==> src/rtl/gpio_port_ctrl.sv <==
module gpio_port_ctrl #(
  parameter int          WIDTH       = 8,
  parameter int          ADDR_W      = 8,
  parameter int          SYNC_STAGES = 2,
  parameter logic [7:0]  DATA_OFS    = 8'h03,
  parameter logic [7:0]  DIR_OFS     = 8'h07,
  parameter logic [7:0]  PU_OFS      = 8'h0F
) (
  input  logic              clk,
  input  logic              rst,
  input  logic [ADDR_W-1:0] bus_addr,
  input  logic [WIDTH-1:0]  bus_wdata,
  input  logic              bus_we,
  output logic [WIDTH-1:0]  bus_rdata,
  input  logic [WIDTH-1:0]  pad_in,
  output logic [WIDTH-1:0]  pad_oe,
  output logic [WIDTH-1:0]  pad_out,
  output logic [WIDTH-1:0]  pad_pu
);

  localparam logic [ADDR_W-1:0] A_DATA = ADDR_W'(DATA_OFS);
  localparam logic [ADDR_W-1:0] A_DIR  = ADDR_W'(DIR_OFS);
  localparam logic [ADDR_W-1:0] A_PU   = ADDR_W'(PU_OFS);

  logic [WIDTH-1:0] latch_q, dir_q, pue_q;
  logic [WIDTH-1:0] sync_q [SYNC_STAGES];
  logic [WIDTH-1:0] pin_s;

  always_ff @(posedge clk) begin
    if (rst) begin
      latch_q <= '0;
      dir_q   <= '0;
      pue_q   <= '0;
    end else if (bus_we) begin
      if (bus_addr == A_DATA) latch_q <= bus_wdata;
      if (bus_addr == A_DIR)  dir_q   <= bus_wdata;
      if (bus_addr == A_PU)   pue_q   <= bus_wdata;
    end
  end

  for (genvar s = 0; s < SYNC_STAGES; s++) begin : g_sync
    always_ff @(posedge clk) begin
      if (rst)         sync_q[s] <= '0;
      else if (s == 0) sync_q[s] <= pad_in;
      else             sync_q[s] <= sync_q[(s == 0) ? 0 : s-1];
    end
  end

  assign pin_s   = sync_q[SYNC_STAGES-1];
  assign pad_oe  = dir_q;
  assign pad_out = latch_q & dir_q;
  assign pad_pu  = pue_q & ~dir_q;

  always_comb begin
    bus_rdata = '0;
    if (bus_addr == A_DATA)     bus_rdata = (latch_q & dir_q) | (pin_s & ~dir_q);
    else if (bus_addr == A_DIR) bus_rdata = dir_q;
    else if (bus_addr == A_PU)  bus_rdata = pue_q;
  end

  logic [1:0] warm_q;
  always_ff @(posedge clk) begin
    if (rst)                warm_q <= '0;
    else if (warm_q != 2'd3) warm_q <= warm_q + 2'd1;
  end

  assert_reset_quiet_R2: assert property (@(posedge clk)
    rst |=> (pad_oe == '0 && pad_pu == '0 && pad_out == '0));

  assert_dir_write_R1: assert property (@(posedge clk) disable iff (rst)
    (bus_we && bus_addr == A_DIR) |=> pad_oe == $past(bus_wdata));

  assert_pu_gated_R4: assert property (@(posedge clk) disable iff (rst)
    (bus_we && bus_addr == A_DIR) |=> (pad_pu & pad_oe) == '0);

  assert_out_idle_R3: assert property (@(posedge clk) disable iff (rst)
    (pad_out & ~pad_oe) == '0);

  assert_mix_out_R6: assert property (@(posedge clk) disable iff (rst)
    (bus_addr == A_DATA) |-> (bus_rdata & pad_oe) == pad_out);

  assert_sync_lag_R8: assert property (@(posedge clk) disable iff (rst)
    (warm_q >= 2'd2 && bus_addr == A_DATA) |->
      ((bus_rdata ^ $past(pad_in, 2)) & ~pad_oe) == '0);

  assert_unmapped_zero_R9: assert property (@(posedge clk) disable iff (rst)
    (bus_addr != A_DATA && bus_addr != A_DIR && bus_addr != A_PU) |-> bus_rdata == '0);

  assert_hold_R10: assert property (@(posedge clk) disable iff (rst)
    (!bus_we && warm_q != 2'd0) |=>
      ($stable(pad_oe) && $stable(pad_pu) && $stable(pad_out)));

endmodule

==> config.mk <==
export PLATFORM = sky130hd
export DESIGN_NAME = gpio_port_ctrl
export DESIGN_NICKNAME = d
export VERILOG_FILES = /design/src/rtl/gpio_port_ctrl.sv
export SDC_FILE = /design/constraint.sdc
export NUM_CORES = 1
export LEC_CHECK = 0
export BUFFER_PORTS_ARGS = -buffer_cell sky130_fd_sc_hd__buf_2
export CAP_MARGIN = 20
export CORE_ASPECT_RATIO = 0.7
export CORE_UTILIZATION = 42
export DETAILED_ROUTE_END_ITERATION = 12
export PLACE_DENSITY = 0.71
export SYNTH_ARGS = -nofsm -noshare
export SYNTH_HDL_FRONTEND = slang
export SYNTH_SLANG_ARGS = --single-unit
==> constraint.sdc <==
create_clock -name clk -period 1.1 [get_ports clk]
set_input_delay 0.11 -clock clk [delete_from_list [all_inputs] [get_ports clk]]
set_output_delay 0.11 -clock clk [all_outputs]
set_load 0.005 [all_outputs]
-- Yosys cells after proc, flatten, opt, wreduce, memory -nomap -nowiden
Memory sizes are Yosys's and may differ from the RTL's.
Cells that the tools add are included.
- shift-type cells: 0
- magnitude comparators: 0
- bitwise logic cells: 7
- divide/modulo/power cells: 0
- add/sub/neg operators: 0
- multipliers: 0
- reduce and logical (&&, ||, !) cells: 3
- equal/unequal tests: 3
- multiplexer cells: 8
- operators with widths (operator ; count):
    $mux 8 ; 5
    $and 8x8->8 ; 3
    $eq 8x2->1 const B ; 1
    $eq 8x3->1 const B ; 1
    $eq 8x4->1 const B ; 1
    $not 8->8 ; 1
    $or 8x8->8 ; 1
    $reduce_and 2->1 ; 3
    $mux 1 ; 3
    $or 1x1->1 ; 2
- output and inout bits: 32
- bits in latches: 0
- memory bits (writable): 16
- register bits after elaboration: 24
- bits in read-only memories: 0
- word-level logic and storage cells: 25
- memories kept: 1
- memory list (name ; words ; bits a word ; rd ports ; clocked after memory_dff ; wr ports ; RTL line ; text):
    sync_q ; 2 ; 8 ; 2 ; 0 ; 2 ; 26 ; logic [WIDTH-1:0] sync_q [SYNC_STAGES];

-- Depth between registers and ports, before layout
Gate-level depths: netlist (run 1).
- depth in word-level cells: 4
- mapped depth: 5
- gate-level depth less buffers: 3

-- Worst setup path before layout (run 1)
OpenSTA, ideal clock, no wires.
- path type: register to output
- from: register dir_q[0] (netlist: pad_oe[0])
- to: output bus_rdata[0]
- arrival: 1.080 ns
- required time: 0.990 ns
- stages on the path, launching flop included: 4
- setup slack: -0.090 ns
- cell sequence: dfxtp_1 -> or3b_2 -> a21o_1 -> a21oi_1
- cells in the longest elaborated chain, start to end: 4
- elaborated cells between the ends (all ways): 6
- ends and longest elaborated chain (item ; RTL line ; text):
    start: declaration ; 25 ; logic [WIDTH-1:0] latch_q, dir_q, pue_q;
    start signal: assignment ; 36 ; if (bus_addr == A_DIR) dir_q <= bus_wdata;
    $not 8->8 ; 56 ; if (bus_addr == A_DATA) bus_rdata = (latch_q & dir_q) | (pin_s & ~dir_q);
    $and 8x8->8 ; 56 ;
    $or 8x8->8 ; 56 ;
    $mux 8 * ; 56 ;
    end: declaration ; 14 ; output logic [WIDTH-1:0] bus_rdata,
Every way passes the cells marked *; elsewhere a longest branch is shown, timed or not.

-- Worst setup path in the final report (run 1)
- from: register dir_q[5] (netlist: pad_oe[5])
- to: output bus_rdata[5]
The elaborated chain is that of the path after synthesis.

==> results.md, run 1 <==
* Status: finished with violations
* Failing checks: setup timing
* Slew Limit Fails at 0
* Pwr Density at 1120 nW/um2
* Placed cell area at 2340 um2
* Sink Count at 40
* Die width at 80.2 um
* Top cell type's share of synthesized area at 0.445
* Die Height at 56.8 um
* GPL Wtd Cong at 0.709
* Rows at 19
* Final WS setup at -0.432 ns
* Seq cells post-synth at 40
* Initial antenna violation count at 0
* Utilization after layout at 0.646
* Reg clk slew, reported paths at 0.08 ns
* Main synth FF type: dfxtp_1
* Sequential share of power at 0.511
* Post-CTS Hold Buffers at 0
* CP Data Arrival Time at 1.42 ns
* Slew headroom at 0.792
* Synth top cells by count: dfxtp_1 (40), nand2b_1 (32), nor2b_1 (25)
* DRC viols at 0
* Leak pwr at 1.23 nW
* Clock Power Share at 0.421
* Post-synthesis instance area at 1800 um2
* RSZ-0062 raised after global routing: true
* Placed insts at 310
* Power share of the combinational group at 0.069
* Die Area at 4550 um2
* Layout area overhead at 44.2%
* Post-synthesis sequential area ratio at 0.445
* Final Skew at 0.00108 ns
* VDD IR max at 0.777 mV
* TNS Setup at -3.50 ns
* Syn_nets at 213
* Filler cell count in the final layout at 347
* Dominant cells by area after synthesis: dfxtp_1 (45%), mux2i_1 (13%), nand2b_1 (11%)
* # IOs at 59
* Worst-Skew Late Latency at 0.29 ns
* Non-Filler Instances at 321
* Gr usage total at 0.199
* Mapped Cells at 186
* Fin nets at 295
* Routed wire length at 4200 um
* Asr flop ratio synth at 0
* Vias in the first global route at 1354
* Maximum clock rate at 0.653 GHz
* Avg Synthesized Cell Area at 9.67 um2
* Footprint of the multi-input gates at 1010 um2
* Initial core utilization at 0.448
* Input/output buffers at 58
* Average wire per standard cell at 13.1 um
* Max clock buf depth at 2
* Total CTS buffers at 5
* Largest net degree at the start of global routing at 49
* Switching share of total power at 0.219
* CP max FO at 2
* Vias/cell at 4.73
* H-tree depth at 2
* Worst Setup End Kind: output port
* DRT Pass-1 Iters at 4
* Max-cap violations at 0
* Antenna cells at 0
* Cell internal pwr at 2.27 mW
* Post-synth EDFFs at 0
* CTS tree: built
* Period minus WS final at 1.53 ns
* Number of warnings issued by yosys at 0
* Synth area leader: dfxtp_1
* Crit share post-route at 1.39
* Fraction of layout cells with a size suffix above 1 at 0.483
* Critical Path Source Type: register
* Final Cell Area at 2590 um2
* Global-route wire length before repair at 6690 um
* Psw at 0.637 mW
* Final ANT Viol Nets at 0
* Via count at 1519
* Final setup vio count at 12
* DP HPWL at 2880 um
* Core area at 4020 um2
* Register area at 818 um2
* Measured slew at the worst slew-check pin at 0.313 ns
* CTS root buf: clkbuf_8
* Synth unique cells at 20
* Most used standard cell by instance count after synthesis: dfxtp_1
* Worst hold path class: in -> reg
* Final hold vios at 0
* Grt total ovfl at 0
* Initial drt markers at 63
* Worst path required time at 0.99 ns
* Critical path type: reg -> out
-- per-layer routing --
layer / part of all wire / GRT usage / vias up
met5: 0 / 0 / -
met4: 0.012 / 0.0689 / 0
met3: 0.060 / 0.0537 / 7
met2: 0.41 / 0.276 / 52
met1: 0.52 / 0.293 / 676
li1: - / - / 784
-- sequential cells by signal, indices dropped and copies added, names as in the netlist --
| signal | cells |
|---|---|
| latch_q | 8 |
| pad_oe | 8 |
| pue_q | 8 |
| sync_q | 16 |
-- logic make-up after synthesis --
group | after synthesis | synth area share
buffers and inverters | 9 | 0.0264
DFF | 40 | 0.445
muxes | 24 | 0.134
and+or+nand+nor | 89 | 0.317
AOI/OAI and AO/OA | 24 | 0.0779
-- worst max-delay path, cell delays in order (launching register included) --
cell and delay, ns:
dfxtp_2 0.33, or3b_1 0.38, a21o_1 0.18, a21oi_2 0.11
buf_2 0.13
-- layout make-up --
class                      instances  share of cell area
timing repair buffer              84               0.225
tap                               52              0.0251
sequential                        40               0.315
clock buffer                       5              0.0265
multi-input combinational        137               0.391
clock inverter                     3              0.0178
-- power groups by stage --
| stage | Sequential [mW] | Clock [mW] | Combinational [mW] |
|---|---|---|---|
| floorplan | 1.51 | 0 | 0.110 |
| global route | 1.49 | 1.32 | 0.219 |
| finish | 1.48 | 1.22 | 0.199 |
| global placement | 1.51 | 0 | 0.199 |
| CTS | 1.48 | 1.25 | 0.200 |
| detailed placement | 1.52 | 0 | 0.199 |
-- worst paths after layout --
kind                     start           end  slack, ns  cells after the start
setup / recovery     pad_oe[5]  bus_rdata[5]      -0.43                      4
hold / removal       pad_in[0]  sync_q[0][0]       0.01                      2
setup reg to reg     pad_oe[5]     pad_oe[5]       0.28                      4
hold reg to reg   sync_q[0][5]  sync_q[1][5]       0.44                      1
-- what timing repair did --
item | in CTS | in global routing
gates cloned | 0 | 0
setup buffers | 2 | 6
resized for setup | 17 | 19
pin swaps | 14 | 3
setup endpoints to repair | 16 | 22
-- through the flow --
step	hold WS, ns	power [mW]	worst slack (ns)
CTS	0.00866	2.93	-0.428
global route	0.0264	3.02	-0.497
floorplan	0.238	1.62	-0.00536
detailed placement	0.322	1.71	-0.204
global placement	0.317	1.71	-0.195
finish	0.0140	2.90	-0.432
-- placed cells by master (no fill, tap or decap), types with 6 or more instances in the layout --
master,n
buf_2,51
nand2b_1,32
dfxtp_1,26
nor2b_1,25
mux2i_1,24
buf_6,18
dfxtp_2,14
buf_4,14
nand2_1,9
o21ai_0,8
a21o_1,8
a21oi_2,8
or3b_4,7
and2_4,6
Note: power is estimated with default switching activity, not from simulation.
==> run 2: changes to the inputs <==
Settings changed: CELL_PAD_IN_SITES_DETAIL_PLACEMENT set to 0, CELL_PAD_IN_SITES_GLOBAL_PLACEMENT set to 1, CORE_UTILIZATION 42 to 33, CTS_BUF_LIST set to sky130_fd_sc_hd__clkbuf_16, PLACE_DENSITY 0.71 to not set, PLACE_DENSITY_LB_ADDON set to 0.1.
==> run 2 against run 1 <==
Against the previous run:
- the flow still finishes with violations (setup timing)
- sequential cell count unchanged
- core utilization down 16 points
- largest cell class unchanged
- count of clock-buffer cells in the layout unchanged
- sequential power about the same
- hold slack better by 0.020 ns
- non-clock buffer count down 3
- critical path type unchanged
- global-route usage down 3.6 points
==> results.md, run 2 (synthesized netlist as in run 1, its figures left out) <==
* Status: finished with violations
* Failing checks: setup timing
* Utilization after layout at 0.488 (-0.158)
* # IOs at 59 (unchanged)
* Final hold vios at 0 (unchanged)
* Average wire per standard cell at 13.0 um (-0.98%)
* Worst hold start: pad_in[3]
* Global-route wire length before repair at 7210 um (+7.7%)
* Die Height at 63.8 um (+12%)
* Post-CTS Hold Buffers at 0 (unchanged)
* Total CTS buffers at 5 (unchanged)
* Reg2Reg Setup Slack at 0.40 ns (+0.12 ns)
* Reg-to-reg critical path startpoint: pad_oe[4]
* Initial core utilization at 0.342 (-0.106)
* H-tree depth at 2 (unchanged)
* Vias/cell at 4.43 (-6.3%)
* Grt total ovfl at 0 (unchanged)
* Max reg flops at 16 (unchanged)
* Reg clk slew, reported paths at 0.06 ns (-0.02 ns)
* Fraction of layout cells with a size suffix above 1 at 0.462 (-0.0209)
* Final ANT Viol Nets at 0 (unchanged)
* Critical path depth in cells at 4 (unchanged)
* RSZ-0062 raised after global routing: true
* R2R depth at 3 (-1)
* Layout area overhead at 42.6%
* Hold Path Stages at 2 (unchanged)
* Input/output buffers at 58 (unchanged)
* Vias in the first global route at 1421 (+4.9%)
* Pwr Density at 1200 nW/um2 (+7.0%)
* Sink Count at 40 (unchanged)
* PnR Total Power at 3.07 mW (+5.8%)
* Leak pwr at 1.22 nW (-1.0%)
* Postcts setup bufs at 0 (-2)
* TNS Setup at -2.88 ns (+0.624 ns)
* Placed cell area at 2370 um2 (+1.1%)
* Core area at 5260 um2 (+31%)
* Register area at 813 um2 (-0.61%)
* Crit share post-route at 1.35 (-0.0454)
* Slew Limit Fails at 0 (unchanged)
* Filler cell count in the final layout at 516 (+49%)
* Gr usage total at 0.163 (-0.0361)
* Delay-heaviest family, CP: simple AND/OR/NAND/NOR gates
* Max incr delay on CP at 0.36 ns (-0.02 ns)
* Final setup vio count at 8 (-4)
* Maximum clock rate at 0.675 GHz (+3.4%)
* Slew headroom at 0.771 (-0.0210)
* Rows at 22 (+3)
* CP Data Arrival Time at 1.37 ns (-0.05 ns)
* DRC viols at 0 (unchanged)
* Initial drt markers at 46 (-27%)
* Worst hold path class: in -> reg
* CP max stage cell: or3b_4
* Worst Setup End Kind: output port
* Commonest cells after routing, fill and taps aside: buf_2 (57), nand2b_1 (32), dfxtp_1 (30), mux2i_1 (24), nor2b_1 (21)
* Via count at 1499 (-1.3%)
* Final WS setup at -0.382 ns (+0.0500 ns)
* VDD IR max at 0.789 mV (+1.6%)
* Measured slew at the worst slew-check pin at 0.344 ns (+0.0315 ns)
* Initial antenna violation count at 0 (unchanged)
* Final Skew at 0.000734 ns (-0.000351 ns)
* DP HPWL at 3090 um (+7.3%)
* Hold Path End: sync_q[0][3]
* Die Area at 5760 um2 (+26%)
* Fin nets at 292 (-1.0%)
* Antenna cells at 0 (unchanged)
* Critical Path Source Type: register
* Final Cell Area at 2570 um2 (-1.1%)
* CP cell instances: or3b_4, a21o_1, a21oi_2, buf_2
* Top reg by flops: sync_q
* Critical path type: reg -> out
* CP max FO at 2 (unchanged)
* Most common cell after layout, fill and taps aside: buf_2
* Reg-to-reg endpoint: pad_oe[4]
* Die width at 90.3 um (+12%)
* DRT Pass-1 Iters at 4 (unchanged)
* Worst-Skew Late Latency at 0.28 ns (about the same)
* Footprint of the multi-input gates at 1020 um2 (+0.25%)
* Worst path required time at 0.99 ns (about the same)
* Largest net degree at the start of global routing at 49 (unchanged)
* Post-Place Worst Slack at -0.273 ns (-0.0685 ns)
* Max clock buf depth at 2 (unchanged)
* Period minus WS final at 1.48 ns (-0.0500 ns)
* Routed wire length at 4380 um (+4.3%)
* GPL Wtd Cong at 0.710 (+0.20%)
* CTS root buf: clkbuf_16
* Max-cap violations at 0 (unchanged)
* Buffers and inverters on the worst path at 1 (unchanged)
* CTS tree: built
-- run 2: changes by cell type in the layout (fill, tap and decap cells not counted), sizes merged --
cell and change:
buf -3, bufinv -1, clkinv +3, clkinvlp -1
inv -1
-- run 2: worst max path at each step --
| stage | endpoint | startpoint | slack (ns) |
|---|---|---|---|
| floorplan | bus_rdata[0] | pad_oe[0] | -0.005 |
| global placement | pue_q[1] | bus_addr[2] | -0.23 |
| detailed placement | pue_q[4] | bus_addr[2] | -0.27 |
| CTS | bus_rdata[5] | pad_oe[5] | -0.39 |
| global route | bus_rdata[5] | pad_oe[5] | -0.46 |
| finish | bus_rdata[1] | pad_oe[1] | -0.38 |
-- run 2: repair_timing --
action | 4_1_cts | 5_1_grt
endpoints found under the hold margin | 0 | 0
pin swaps | 14 | 0
setup endpoints to repair | 11 | 28
gates resized for setup | 6 | 13
-- run 2: power breakdown --
group          internal, mW  total (mW)  switching [mW]
clock network         0.824        1.39           0.563
registers              1.48        1.48         0.00610
logic                 0.108       0.202          0.0940
total                  2.41        3.07           0.663
-- run 2: stage by stage --
stage,hold WS (ns),std cells
after detailed placement,0.322,330
after floorplan,0.238,186
after global placement,0.316,330
after CTS,0.0323,338
final,0.0345,338
after global routing,0.0400,338
-- run 2: per-layer routing --
metal	up-vias	track usage	share of wire	routed length (um)
met5	-	0	0	0
met4	0	0.0544	0.011	49
met3	5	0.0452	0.031	137
met2	25	0.241	0.44	1940
met1	688	0.229	0.51	2250
li1	781	-	-	-
-- run 2: cell type report --
type	count	share of cell area
timing repair buffer	81	0.198
clock inverter	3	0.00536
sequential	40	0.317
multi-input combinational	137	0.396
clock buffer	5	0.0488
tap	72	0.0351
==> run 3: changes to the inputs <==
Settings changed: SETUP_SLACK_MARGIN set to 0.1.
==> run 3 against run 2 <==
Against the previous run:
- the flow still finishes with violations (setup timing)
- cell area is 3.8% higher
- largest cell class unchanged
- global-route usage is 0.12 points lower
- count of clock-buffer cells in the layout stayed put
- die area stayed put
- cell count is 0.59% lower
- clock skew hardly changed
- first-iteration DRC count is 52% lower
- non-clock buffer count is 2 lower
==> results.md, run 3 (synthesized netlist as in run 1, its figures left out) <==
* Layout area overhead at 48.0%
* Maximum clock rate at 0.672 GHz (-0.36%)
* Reg-to-reg critical path startpoint: latch_q[5]
* CP max FO at 2 (unchanged)
* H-tree depth at 2 (unchanged)
* Critical Path Source Type: register
* DRC viols at 0 (unchanged)
* Fin nets at 290 (-0.68%)
* Worst path required time at 0.99 ns (about the same)
* Post-CTS Hold Buffers at 0 (unchanged)
* Placed insts at 326 (-1.2%)
* Clock Power Share at 0.484 (+0.033)
* Reg-to-reg endpoint: latch_q[5]
* Die Area at 5760 um2 (unchanged)
* Vias/cell at 4.42 (-0.34%)
* GPL Wtd Cong at 0.733 (+3.2%)
* Top reg by flops: sync_q
* Max reg flops at 16 (unchanged)
* Slew headroom at 0.826 (+0.0559)
* Rows at 22 (unchanged)
* Average wire per standard cell at 12.6 um (-2.4%)
* Power share of the combinational group at 0.065 (about the same)
* Failing checks: setup timing
* Reg2Reg Setup Slack at 0.32 ns (-0.08 ns)
* Initial antenna violation count at 0 (unchanged)
* R2R depth at 4 (+1)
* Fraction of layout cells with a size suffix above 1 at 0.462 (about the same)
* Vias in the first global route at 1500 (+5.6%)
* Placed cell area at 2360 um2 (-0.21%)
* Max clock buf depth at 2 (unchanged)
* Final Cell Area at 2660 um2 (+3.8%)
* Worst hold path class: in -> reg
* Reg clk slew, reported paths at 0.05 ns (about the same)
* Cell internal pwr at 2.65 mW (+9.9%)
* VDD IR max at 0.710 mV (-10%)
* Filler cell count in the final layout at 511 (-0.97%)
* Post-Place Worst Slack at -0.230 ns (+0.0433 ns)
* DRT Pass-1 Iters at 4 (unchanged)
* Most common cell after layout, fill and taps aside: buf_2
* Psw at 0.643 mW (-3.1%)
* Leak pwr at 1.22 nW (+0.65%)
* Hold Path Stages at 2 (unchanged)
* Initial drt markers at 22 (-52%)
* Initial core utilization at 0.342 (unchanged)
* Crit share post-route at 1.35 (+0.00481)
* Slew Limit Fails at 0 (unchanged)
* Global-route wire length before repair at 7170 um (-0.57%)
* CTS tree: built
* Pwr Density at 1240 nW/um2 (+3.2%)
* Die Height at 63.8 um (unchanged)
* Register area at 813 um2 (unchanged)
* Final ANT Viol Nets at 0 (unchanged)
* Sequential share of power at 0.451 (-0.032)
* Final WS setup at -0.387 ns (-0.00530 ns)
* Worst hold start: pad_in[7]
* Measured slew at the worst slew-check pin at 0.260 ns (-0.0843 ns)
* Worst Setup End Kind: output port
* Total CTS buffers at 5 (unchanged)
* Critical path type: reg -> out
* Non-Filler Instances at 336 (-0.59%)
* Commonest cells after routing, fill and taps aside: buf_2 (49), nand2b_1 (32), dfxtp_1 (30), nor2b_1 (25), mux2i_1 (24)
* Gr usage total at 0.162 (-0.00116)
* Via count at 1485 (-0.93%)
* PnR Total Power at 3.29 mW (+7.1%)
* Final setup vio count at 8 (unchanged)
* Grt total ovfl at 0 (unchanged)
* Final hold vios at 0 (unchanged)
* Final Skew at 0.000786 ns (+0.0000526 ns)
* Utilization after layout at 0.506 (+0.0183)
* CP Data Arrival Time at 1.38 ns (about the same)
* DP HPWL at 3000 um (-3.0%)
* Hold Path End: sync_q[0][7]
* Antenna cells at 0 (unchanged)
* Switching share of total power at 0.195 (-0.0205)
* Input/output buffers at 58 (unchanged)
* Core area at 5260 um2 (unchanged)
* Worst-Skew Late Latency at 0.28 ns (about the same)
* Die width at 90.3 um (unchanged)
* Sink Count at 40 (unchanged)
* Max-cap violations at 0 (unchanged)
* Largest net degree at the start of global routing at 49 (unchanged)
* CTS root buf: clkbuf_16
* Period minus WS final at 1.49 ns (+0.00530 ns)
* Footprint of the multi-input gates at 1040 um2 (+2.6%)
* Routed wire length at 4250 um (-3.0%)
* Status: finished with violations
* RSZ-0062 raised after global routing: true
* # IOs at 59 (unchanged)
## run 3: cell count changes in the layout (fill, tap and decap cells not counted), moves of 2 or more
| cell | delta |
|---|---|
| buf_6 | +11 |
| buf_2 | -8 |
| buf_4 | -5 |
| and2_1 | -4 |
| and2_4 | +4 |
| nor2b_1 | +4 |
| nor2b_2 | -4 |
| clkinv_2 | -2 |
| nand4_2 | -2 |
| nand4_4 | +2 |
## run 3: metrics by stage
stage                     hold WS, ns  setup TNS, ns
final                          0.0352          -2.90
after global routing           0.0405          -3.34
after CTS                      0.0280          -3.12
after detailed placement        0.323          -4.62
after global placement          0.319          -4.46
after floorplan                 0.238        -0.0375
## run 3: final cells by class
| cell class | instances | area share |
|---|---|---|
| Clock buffer | 5 | 0.0470 |
| Clock inverter | 3 | 0.0141 |
| Multi-Input combinational cell | 137 | 0.391 |
| Sequential cell | 40 | 0.305 |
| Tap cell | 72 | 0.0338 |
| Timing Repair Buffer | 79 | 0.208 |
## run 3: power groups by stage
stage | clock (mW) | combinational (mW) | sequential, mW
finish | 1.59 | 0.214 | 1.48
global route | 1.71 | 0.238 | 1.48
CTS | 1.65 | 0.213 | 1.48
detailed placement | 0 | 0.211 | 1.51
global placement | 0 | 0.210 | 1.51
floorplan | 0 | 0.115 | 1.51
## run 3: what timing repair did
| item | CTS | global route |
|---|---|---|
| setup buffers | 2 | 3 |
| setup endpoints to repair | 30 | 32 |
| pin swaps | 14 | 3 |
| gates resized for setup | 18 | 16 |
## run 3: worst max path at each step
stage,from,endpoint
floorplan,pad_oe[0],bus_rdata[0]
global placement,bus_addr[2],bus_rdata[5]
detailed placement,bus_addr[2],bus_rdata[5]
CTS,pad_oe[6],bus_rdata[6]
global route,pad_oe[0],bus_rdata[0]
finish,pad_oe[6],bus_rdata[6]
## run 3: layer usage
layer  wire (um)  track usage
met4          72       0.0786
met3         185       0.0393
met1        2190        0.211
met2        1800        0.253
met5           0            0
## run 3: critical path: stages (launching register included)
cell     delay (ns)
dfxtp_2        0.33
or3b_4         0.36
a21o_1         0.18
a21oi_2        0.12
buf_2          0.12
